$ cat src/rtl/prog_seq.sv
`timescale 1ns/1ps
module prog_seq #(
  parameter int PCW   = 24,
  parameter int DEPTH = 8,
  parameter int PGW   = 16
) (
  input  logic                 clk,
  input  logic                 rst_n,
  input  logic                 step,
  input  logic [15:0]          opcode,
  input  logic                 flag_z,
  input  logic                 flag_c,
  input  logic                 flag_n,
  input  logic [PGW-1:0]       page,
  output logic [PCW-1:0]       pc,
  output logic                 halted,
  output logic [DEPTH*PCW-1:0] stack_flat
);

  logic [PCW-1:0] stk [DEPTH];

  function automatic logic known_op(input logic [15:0] o);
    logic [15:0] m8, mb, mf;
    m8 = o & 16'hF800;
    mb = o & 16'hFB00;
    mf = o & 16'hFF00;
    return (o == 16'h0000) || (o == 16'h1C00) || (o == 16'h3C00) ||
           (o == 16'h4000) || (o == 16'h7000) || (o == 16'hFC00) ||
           ((o & 16'hDD00) inside {16'h0800, 16'h0C00, 16'h1000, 16'h1400}) ||
           ((o & 16'hFFFE) inside {16'h2500, 16'h2600, 16'h2700}) ||
           (m8 inside {16'h4800, 16'h5000, 16'h8000, 16'h8800, 16'h9000, 16'hA800}) ||
           (mb inside {16'h5900, 16'h5A00, 16'h6000, 16'h6100, 16'h6300, 16'h6800,
                       16'h6900, 16'h6A00, 16'h9800, 16'hC800, 16'hD000, 16'hD800,
                       16'hE800, 16'hE900, 16'hEA00}) ||
           (mf inside {16'h7C00, 16'h7D00, 16'hE000, 16'hF000});
  endfunction

  logic [PCW-1:0] pc_inc, target, pc_nxt;
  logic           take, skip_hit, is_ret, stop, do_push, do_pull, sk_flag;

  assign pc_inc = pc + PCW'(1);

  always_comb begin
    unique case (opcode & 16'hDD00)
      16'h0800: take = 1'b1;
      16'h0C00: take = flag_z;
      16'h1000: take = flag_c;
      16'h1400: take = flag_n;
      default:  take = 1'b0;
    endcase
  end

  always_comb begin
    unique case (opcode[9:8])
      2'b01:   sk_flag = flag_c;
      2'b10:   sk_flag = flag_z;
      default: sk_flag = flag_n;
    endcase
  end

  assign skip_hit = ((opcode & 16'hFFFE) inside {16'h2500, 16'h2600, 16'h2700}) &&
                    (sk_flag == opcode[0]);
  assign is_ret   = opcode == 16'h3C00;
  assign stop     = (opcode == 16'hFC00) || !known_op(opcode);
  assign do_push  = take && opcode[13];
  assign do_pull  = is_ret;

  assign target = opcode[9] ? PCW'({page, opcode[7:0]})
                            : {pc_inc[PCW-1:8], opcode[7:0]};

  assign pc_nxt = do_pull  ? stk[0] :
                  take     ? target :
                  skip_hit ? pc + PCW'(2) : pc_inc;

  always_ff @(posedge clk or negedge rst_n) begin
    if (!rst_n) begin
      pc     <= '0;
      halted <= 1'b0;
      for (int i = 0; i < DEPTH; i++) stk[i] <= '0;
    end else if (step && !halted) begin
      if (stop) halted <= 1'b1;
      else      pc     <= pc_nxt;
      if (!stop && do_push) begin
        stk[0] <= pc_inc;
        for (int i = 1; i < DEPTH; i++) stk[i] <= stk[i-1];
      end else if (!stop && do_pull) begin
        for (int i = 0; i < DEPTH-1; i++) stk[i] <= stk[i+1];
        stk[DEPTH-1] <= '0;
      end
    end
  end

  for (genvar g = 0; g < DEPTH; g++) begin : g_flat
    assign stack_flat[g*PCW +: PCW] = stk[g];
  end

endmodule

$ cat config.mk
export PLATFORM = sky130hd
export DESIGN_NAME = prog_seq
export DESIGN_NICKNAME = d
export VERILOG_FILES = /design/src/rtl/prog_seq.sv
export SDC_FILE = /design/constraint.sdc
export NUM_CORES = 1
export LEC_CHECK = 0
export BUFFER_PORTS_ARGS = -buffer_cell sky130_fd_sc_hd__buf_2
export CAP_MARGIN = 20
export CORE_ASPECT_RATIO = 2
export CORE_MARGIN = 3
export CORE_UTILIZATION = 45
export CTS_BUF_LIST = sky130_fd_sc_hd__clkbuf_2 sky130_fd_sc_hd__clkbuf_4 sky130_fd_sc_hd__clkbuf_8
export DETAILED_ROUTE_END_ITERATION = 6
export GPL_TIMING_DRIVEN = 0
export PLACE_DENSITY = 0.79
export SETUP_SLACK_MARGIN = 0.2
export SLEW_MARGIN = 20
export SYNTH_ARGS = -nofsm -noshare
export SYNTH_HDL_FRONTEND = slang
export SYNTH_SLANG_ARGS = --single-unit
$ cat constraint.sdc
create_clock -name clk -period 5.95 [get_ports clk]
set_input_delay 0 -clock clk [delete_from_list [all_inputs] [get_ports clk]]
set_output_delay 0 -clock clk [all_outputs]
set_load 0.01 [all_outputs]
==> metrics <==
status finished, final reports clean; Clock power frac 0.408; number of enable flip-flop cells after synthesis 0; DRT Wirelength 42,000 um; clock buffer count from CTS 29; post-synthesis instance area 11,400 um2; TNS Setup 0 ns; HPWL Detailed 33,100 um; Pleak 0.00747 uW; worst reg2reg path depth 8; drt first-iter violations 861; Final min period 3.80 ns; first-pass GRT wire length 63,400 um; flop-to-flop setup slack 3.05 ns; Crit. Startpoint opcode[9]; layout cells sized above 1 0.240; Tcrit/Tclk final 0.639; Overflow after GRT 0; Worst Max-Slew Pin Slew 1.12 ns; Finished Layout Cells 1,861; CP Launch Type input pin; endpoints failing hold 0; Avg Inst Size Synth 9.48 um2; Worst Setup End Kind flop; Syn Inst Count 1,199; Max Clk Rate 263 MHz; CTS tree done; critical path type input pin to flop; syn_nets 1,243; Total GRT Usage 0.300; Core Box Area 24,600 um2; Die Area 27,300 um2; Synth async-reset ratio 1.00; RD Place Congestion 0.984; FF+latch count, synth 217; met1 global-route usage 0.295; Seq/Total Area, Yosys 0.478; combinational group share of total power 0.077; DP Area 13,100 um2; cell area power density 210 nW/um2; drt wl/cell 22.6 um; synth warn 0; Reg2Reg Launch Point pc[0]; gr busiest metal met2; DRT Pass-1 Iters 5; CTS resizes 0; area grow syn2layout 22.9%; maxcap violations 0; CTS sink cnt 217; IR drop worst, VDD 0.000132 V; Max Fanout on Critical Path 11; post-route cell area 14,000 um2; Final Max Slew Viols 0; post-layout util 0.567; insertion delay to the later sink of the worst-skew pair 0.58 ns; Slew headroom 0.254; Main synth FF type dfrtp_1; worst hold path class input pin to flop; WP data required 6.45 ns; Cells after DPL 1,788; Vias/cell 5.80; setup violators final 0; root buffer cell clkbuf_8; GRT met3 Usage 0.0373; Die Span X 118 um; CTS H-tree lvls 1; Layout Skew 0.0193 ns; Crit Reg-Reg Endpoint pc[22]; die height 231 um; CP Capture Point pc[14]; crit path DAT 4.30 ns; CTS clk-pin slew, worst paths 0.08 ns; vias in the first global route 11,100; I/O pin count 255; Sequential Power Share 0.515; initial antenna violation count 1; NetSw 732 uW; routing usage on met2 0.558; Power Internal 2200 uW; Routed Antenna Nets 0; I/O Buffers 254; library cells used by synthesis 61; sw frac 0.250; largest net degree at the start of global routing 99; Rows 81; Vias 10,800; drt drc 0; RSZ-0062 raised after global routing false; Initial Util 0.461; clk buf depth 3; # nets final 1,555; Pwr Total 2930 uW
kinds of logic after synthesis:
group,after synthesis,share of synthesized area
multiplexers,157,0.139
adder cells (fa/ha/maj),6,0.00661
XOR/XNOR,25,0.0193
AND/OR/NAND/NOR,348,0.137
AO/OA/AOI/OAI,343,0.181
flip-flops,217,0.478
buffers and inverters,103,0.0405
power groups by stage:
stage          sequential [uW]  clock [uW]  combinational (uW)
2_1_floorplan             1530           0                 107
3_5_place_dp              1530           0                 213
4_1_cts                   1510        1200                 226
6_report                  1510        1200                 227
5_1_grt                   1510        1260                 250
3_3_place_gp              1530           0                 205
synthesized netlist by cell type, types with 5 or more instances:
cell type  number  area share
dfrtp_1       217        0.48
a22oi_1        11      0.0073
xnor2_1        17       0.013
nand2b_1        9      0.0050
o21a_1          5      0.0033
nand4_1        12      0.0066
o21ai_0       201       0.089
o31ai_1         5      0.0033
a22o_1         33       0.025
a21oi_1        40       0.018
clkbuf_1       41       0.014
a221oi_1        5      0.0039
o21ai_1         5      0.0022
nand3_1        15      0.0066
nor2_1         61       0.020
nand2_1       197       0.065
a31oi_1         6      0.0033
nor3b_1         5      0.0033
nor3_1         18      0.0079
or3_1           5      0.0028
a21o_1          5      0.0033
inv_1           9      0.0030
xor2_1          8      0.0062
ha_1            6      0.0066
mux2i_1       155        0.14
and4_1          5      0.0039
and3_1          5      0.0028
buf_2          46       0.020
repair_timing:
action	4_1_cts	5_1_grt
setup buffers	0	0
hold buffers	24	0
endpoints found under the hold margin	141	0
endpoints found under the setup margin	0	0
worst max-delay path: stages:
cell and delay [ns]:
buf_2 0.12, clkbuf_1 0.27, inv_1 0.35, clkbuf_1 0.60, ha_1 0.44, nand4b_1 0.21
nor2_1 0.90, a2111oi_2 0.14, a31oi_2 0.62, buf_2 0.40, nor2_1 0.07, a21oi_1 0.15
per-layer routing:
metal  share of wire  vias up
li1                -     4897
met1            0.32     5157
met2            0.53      545
met3           0.061      193
met4           0.087        0
met5               0        -
metrics by stage:
stage / hold WS [ns] / worst slack (ns)
after global placement: 0.268 / 1.15
after detailed placement: -0.152 / 1.67
after floorplan: -0.296 / 3.20
after global routing: 0.0514 / 2.06
after CTS: 0.000102 / 2.25
final: 0.0208 / 2.15
worst min path at each step:
stage / from / cells past startpoint / to
after floorplan: rst_n / 0 / halted
after global placement: step / 2 / halted
after detailed placement: rst_n / 1 / stack_flat[190]
after CTS: page[14] / 6 / pc[22]
after global routing: page[14] / 6 / pc[22]
final: page[14] / 6 / pc[22]
area by class of cell:
cell class	instances	area (um2)
fillers	2208	10700
multi-input cells	879	5480
flip-flops and latches	217	5430
repair buffers	281	1580
clock buffers	39	499
plain buffers	94	427
well taps	332	415
clock inverters	9	95.1
inverters	9	33.8
diodes	1	2.50
cells in the final DEF, fill, tap and decap left out, types with 12 or more instances in the layout:
master | synthesis | final
dlygate4sd3_1 | 0 | 23
nor3_1 | 18 | 17
nor2_1 | 61 | 61
nand2_1 | 197 | 197
buf_2 | 46 | 300
a22o_1 | 33 | 33
o21ai_0 | 201 | 201
mux2i_1 | 155 | 155
clkbuf_8 | 0 | 33
nand3_1 | 15 | 15
a21oi_1 | 40 | 40
dfrtp_1 | 217 | 217
xnor2_1 | 17 | 17
nand4_1 | 12 | 12
clkbuf_1 | 41 | 41
registers in the layout, indices dropped and copies added, names as in the netlist:
signal / cells
pc: 24
stack_flat: 192
halted: 1
Power figures use the tool's default switching activity.
